===== config.mk =====
export PLATFORM = sky130hd
export DESIGN_NAME = ptw_walker
export DESIGN_NICKNAME = d
export VERILOG_FILES = /design/src/rtl/ptw_pkg.sv /design/src/rtl/ptw_addr_gen.sv /design/src/rtl/ptw_desc_decode.sv /design/src/rtl/ptw_walker.sv
export SDC_FILE = /design/constraint.sdc
export NUM_CORES = 1
export LEC_CHECK = 0
export ABC_AREA = 1
export BUFFER_PORTS_ARGS = -buffer_cell sky130_fd_sc_hd__buf_4
export CORE_MARGIN = 2
export CORE_UTILIZATION = 48
export CTS_BUF_LIST = sky130_fd_sc_hd__clkbuf_8
export DETAILED_ROUTE_END_ITERATION = 8
export GPL_TIMING_DRIVEN = 0
export PLACE_DENSITY_LB_ADDON = 0.1
export SETUP_SLACK_MARGIN = 0.15
export SLEW_MARGIN = 20
export SYNTH_ARGS = -nofsm -noshare
export SYNTH_HDL_FRONTEND = slang
export SYNTH_HIERARCHICAL = 1
export SYNTH_SLANG_ARGS = --single-unit

===== constraint.sdc =====
create_clock -name clk_i -period 1.8 [get_ports clk_i]
set_clock_uncertainty 0.05 [all_clocks]
set_input_delay 0.45 -clock clk_i [delete_from_list [all_inputs] [get_ports clk_i]]
set_output_delay 0.45 -clock clk_i [all_outputs]
set_load 0.01 [all_outputs]

===== src/rtl/ptw_pkg.sv =====
package ptw_pkg;
  typedef enum logic [1:0] {ST_IDLE, ST_L1, ST_L2} walk_st_e;
  typedef enum logic [1:0] {DK_FAULT, DK_TABLE, DK_LEAF} desc_kind_e;
endpackage


===== src/rtl/ptw_addr_gen.sv =====
module ptw_addr_gen #(
  parameter int unsigned VA_W     = 32,
  parameter int unsigned L1_IDX_W = 12,
  parameter int unsigned L2_IDX_W = 8,
  parameter int unsigned OFF_W    = 12,
  localparam int unsigned TTB_LSB = L1_IDX_W + 2,
  localparam int unsigned L2B_LSB = L2_IDX_W + 2
) (
  input  logic [VA_W-1:0]         va_i,
  input  logic [VA_W-1:0]         ttb_i,
  input  logic [VA_W-L2B_LSB-1:0] l2_base_i,
  input  logic                    sel_l2_i,
  output logic [VA_W-1:0]         addr_o
);
  always_comb begin
    if (sel_l2_i) addr_o = {l2_base_i, va_i[OFF_W +: L2_IDX_W], 2'b00};
    else          addr_o = {ttb_i[VA_W-1:TTB_LSB], va_i[VA_W-1 -: L1_IDX_W], 2'b00};
  end
endmodule


===== src/rtl/ptw_desc_decode.sv =====
module ptw_desc_decode import ptw_pkg::*; #(
  parameter int unsigned VA_W     = 32,
  parameter int unsigned L2_IDX_W = 8,
  parameter int unsigned OFF_W    = 12,
  localparam int unsigned SEC_W   = L2_IDX_W + OFF_W
) (
  input  logic [VA_W-1:0] desc_i,
  input  logic [VA_W-1:0] va_i,
  input  logic            is_l2_i,
  output desc_kind_e      kind_o,
  output logic [VA_W-1:0] pa_o
);
  always_comb begin
    unique case (desc_i[1:0])
      2'b00:   kind_o = DK_FAULT;
      2'b01:   kind_o = is_l2_i ? DK_FAULT : DK_TABLE;
      default: kind_o = DK_LEAF;
    endcase
    if (is_l2_i) pa_o = {desc_i[VA_W-1:OFF_W], va_i[OFF_W-1:0]};
    else         pa_o = {desc_i[VA_W-1:SEC_W], va_i[SEC_W-1:0]};
  end
endmodule


===== src/rtl/ptw_walker.sv =====
module ptw_walker import ptw_pkg::*; #(
  parameter int unsigned L1_IDX_W = 12,
  parameter int unsigned L2_IDX_W = 8,
  parameter int unsigned OFF_W    = 12,
  localparam int unsigned VA_W    = L1_IDX_W + L2_IDX_W + OFF_W,
  localparam int unsigned L2B_LSB = L2_IDX_W + 2
) (
  input  logic            clk_i,
  input  logic            rst_ni,
  input  logic            req_valid_i,
  output logic            req_ready_o,
  input  logic [VA_W-1:0] req_va_i,
  input  logic [VA_W-1:0] req_ttb_i,
  output logic            mem_rd_o,
  output logic [VA_W-1:0] mem_addr_o,
  input  logic            mem_rvalid_i,
  input  logic [VA_W-1:0] mem_rdata_i,
  output logic            done_o,
  output logic            fault_o,
  output logic [VA_W-1:0] pa_o
);
  walk_st_e               st_q;
  logic [VA_W-1:0]         va_q, ttb_q, pa_q, leaf_pa;
  logic [VA_W-L2B_LSB-1:0] l2b_q;
  logic                    done_q, fault_q;
  desc_kind_e              kind;

  ptw_addr_gen #(.VA_W(VA_W), .L1_IDX_W(L1_IDX_W), .L2_IDX_W(L2_IDX_W), .OFF_W(OFF_W)) u_addr (
    .va_i(va_q), .ttb_i(ttb_q), .l2_base_i(l2b_q), .sel_l2_i(st_q == ST_L2), .addr_o(mem_addr_o));

  ptw_desc_decode #(.VA_W(VA_W), .L2_IDX_W(L2_IDX_W), .OFF_W(OFF_W)) u_dec (
    .desc_i(mem_rdata_i), .va_i(va_q), .is_l2_i(st_q == ST_L2), .kind_o(kind), .pa_o(leaf_pa));

  always_ff @(posedge clk_i or negedge rst_ni) begin
    if (!rst_ni) begin
      st_q    <= ST_IDLE;
      va_q    <= '0;
      ttb_q   <= '0;
      l2b_q   <= '0;
      pa_q    <= '0;
      done_q  <= 1'b0;
      fault_q <= 1'b0;
    end else begin
      done_q <= 1'b0;
      unique case (st_q)
        ST_IDLE: if (req_valid_i) begin
          va_q  <= req_va_i;
          ttb_q <= req_ttb_i;
          st_q  <= ST_L1;
        end
        default: if (mem_rvalid_i) begin
          unique case (kind)
            DK_TABLE: begin
              l2b_q <= mem_rdata_i[VA_W-1:L2B_LSB];
              st_q  <= ST_L2;
            end
            DK_LEAF: begin
              done_q  <= 1'b1;
              fault_q <= 1'b0;
              pa_q    <= leaf_pa;
              st_q    <= ST_IDLE;
            end
            default: begin
              done_q  <= 1'b1;
              fault_q <= 1'b1;
              pa_q    <= '0;
              st_q    <= ST_IDLE;
            end
          endcase
        end
      endcase
    end
  end

  assign req_ready_o = (st_q == ST_IDLE);
  assign mem_rd_o    = (st_q != ST_IDLE);
  assign done_o      = done_q;
  assign fault_o     = fault_q;
  assign pa_o        = pa_q;

  a_r1_idle_no_read: assert property (@(posedge clk_i) disable iff (!rst_ni)
    req_ready_o |-> !mem_rd_o);
  a_r8_done_pulse: assert property (@(posedge clk_i) disable iff (!rst_ni)
    done_o |=> !done_o);
  a_r8_done_after_resp: assert property (@(posedge clk_i) disable iff (!rst_ni)
    mem_rd_o && mem_rvalid_i && mem_rdata_i[1] |=> done_o && req_ready_o);
  a_r9_hold_read: assert property (@(posedge clk_i) disable iff (!rst_ni)
    mem_rd_o && !mem_rvalid_i |=> mem_rd_o && $stable(mem_addr_o));
  a_r6_l1_fault: assert property (@(posedge clk_i) disable iff (!rst_ni)
    (st_q == ST_L1) && mem_rvalid_i && (mem_rdata_i[1:0] == 2'b00) |=> done_o && fault_o && !mem_rd_o);
  a_r4_table_step: assert property (@(posedge clk_i) disable iff (!rst_ni)
    (st_q == ST_L1) && mem_rvalid_i && (mem_rdata_i[1:0] == 2'b01) |=> mem_rd_o && !done_o);
endmodule


==> results.toml <==
[clock_tree]
clk_pin_slew_ns = 0.10
cts_buffer_depth = 2
cts_root_buf = "clkbuf_8"
cts.sinks = 108
cts_tree = "yes"
h-tree-depth = 3
clk_latency_ns = 0.37
numCtsBuffers = 9

[placed_design]
dp_slack_ns = -0.229
gp_congestion = 0.832
placed_cell_area_um2 = 6250
io_buffers = 143
dp_hpwl_um = 9350

[worst_setup_path]
endpoint_kind = "primary output"
critPathRequiredTime_ns = 1.30
crit_path_start_kind = "flop"
cp.arrival_ns = 1.54
path_class = "reg -> out"
cp_max_fo = 10

[sta]
maxSlewHeadroom = 0.328
worst_pin_slew_ns = 1.01
layout_min_cycle_time_ns = 2.04
fin_crit_sh = 1.13
worst_hold_slack_ns = 0.102
hold_viol_final = 0
setup_viol = 58
fmax_mhz = 491
maxSlewViolCount = 0
setup_slack_ns = -0.236
rsz0062_at_grt = "true"

[die]
pin_count = 168
die_h_um = 106
coreArea_um2 = 10200
dieArea_um2 = 11200
die_w_um = 106
num_rows = 37
start_util = 0.488

[routing]
post-route-drc-count = 0
wl_per_cell_um = 14.9
routed_wl_um = 14200
drtAntennaViolNets = 0
firstDrtPassIters = 5
vias_per_cell = 4.96
drt_iter0_drc = 282
route.vias.total = 4721

[pwr]
peakVddDrop_mv = 0.547
leakage_nw = 3.98
cellPowerDensity_nw_per_um2 = 1040

[global_route]
grt_first_pass_wirelength_um = 22000
overflow = 0
grt_pass1_vias = 4473
antenna_found_initial = 0
gr-usage-all-layers = 0.251
grt_max_degree = 109

[cells_and_area]
area_growth_pct = 43.1
drive_above_1_share = 0.385
ff_latch_area_um2 = 2700
layout.nets = 911
stdcell_area_um2 = 7140
fill_cells = 861
diodes = 0
multi_input_area_um2 = 2060

[flow_run]
drv_cap = 0

[min_path]
hp-class = "in -> async"

[logic_synthesis]
synthCells = 628
synth_area_um2 = 4990
yosysWarnings = 6
avgSynthCellArea_um2 = 7.95

[status]
violations = "setup timing"
outcome = "finished with violations"
path summary, 6_finish.rpt:
check | from | to | slack [ns] | cells after the start
max reg2reg | st_q[1] | l2b_q[9] | -0.09 | 13
max | st_q[0] | mem_addr_o[12] | -0.24 | 5
max in group asynchronous | rst_ni | st_q[0] | 0.83 | 1
min reg2reg | ttb_q[30] | ttb_q[30] | 0.43 | 2
min | rst_ni | va_q[21] | 0.10 | 1
min in group clk_i | req_ttb_i[15] | ttb_q[15] | 0.24 | 3
registers in the layout, indices dropped and copies added, names as in the netlist:
signal and count:
pa_o 32, done_o 1, l2b_q 22, ttb_q 18, va_q 32, fault_o 1
st_q 2
stage by stage:
step / std cells / util / power [mW] / TNS [ns]
2_1_floorplan: 629 / - / 4.59 / 0
3_3_place_gp: 908 / 0.610 / 5.60 / -7.67
3_5_place_dp: 908 / 0.611 / 5.67 / -8.04
4_1_cts: 940 / 0.655 / 7.17 / -5.16
5_1_grt: 952 / 0.698 / 7.87 / -13.81
6_report: 952 / 0.698 / 7.41 / -7.48
final cells by class:
cell class,instances,share of cell area
Sequential cell,108,0.379
Tap cell,136,0.0238
Timing Repair Buffer,171,0.197
Multi-Input combinational cell,445,0.288
Inverter,9,0.00613
Clock buffer,10,0.0193
Clock inverter,6,0.00578
Buffer,67,0.0807
cells in the final DEF, fill, tap and decap left out, types with 2 or more instances in the layout:
master,n
clkbuf_16,3
nand2_4,4
inv_1,4
clkinvlp_4,2
clkbuf_8,10
inv_2,4
buf_1,2
clkbuf_1,3
nand3_2,14
nand2_1,292
buf_8,5
buf_2,4
buf_4,185
nand3_4,2
clkinv_4,2
nand3_1,91
nand2_2,32
dfrtp_1,107
conb_1,2
nor2_4,6
buf_6,34
repair_timing:
item,4_1_cts,5_1_grt
hold endpoints to repair,0,0
hold buffers,0,0
gates cloned,3,3
pin swaps,9,10
setup endpoints to repair,89,94
gates resized for setup,51,92
buffers inserted,13,9
power breakdown:
part | leakage [nW] | internal [mW] | switching (mW) | total [mW]
registers | 1.37 | 3.04 | 0.405 | 3.44
clock network | 0.0897 | 0.540 | 0.852 | 1.39
logic | 2.52 | 1.31 | 1.27 | 2.57
total | 3.98 | 4.88 | 2.53 | 7.41
metal layers:
metal  routed length, um  GRT usage  up-vias
met4                 181     0.0695        0
met2                6970      0.403      156
met5                   0          0        -
li1                    -          -     2298
met1                6200      0.356     2248
met3                 863     0.0423       19
worst max-delay path, cell delays in order (launching register included):
cell,delay (ns)
dfrtp_2,0.44
nor2_4,0.19
buf_4,0.22
nand2_1,0.10
nand2_1,0.09
buf_4,0.12
No activity file was read; power rests on OpenSTA's default activity.
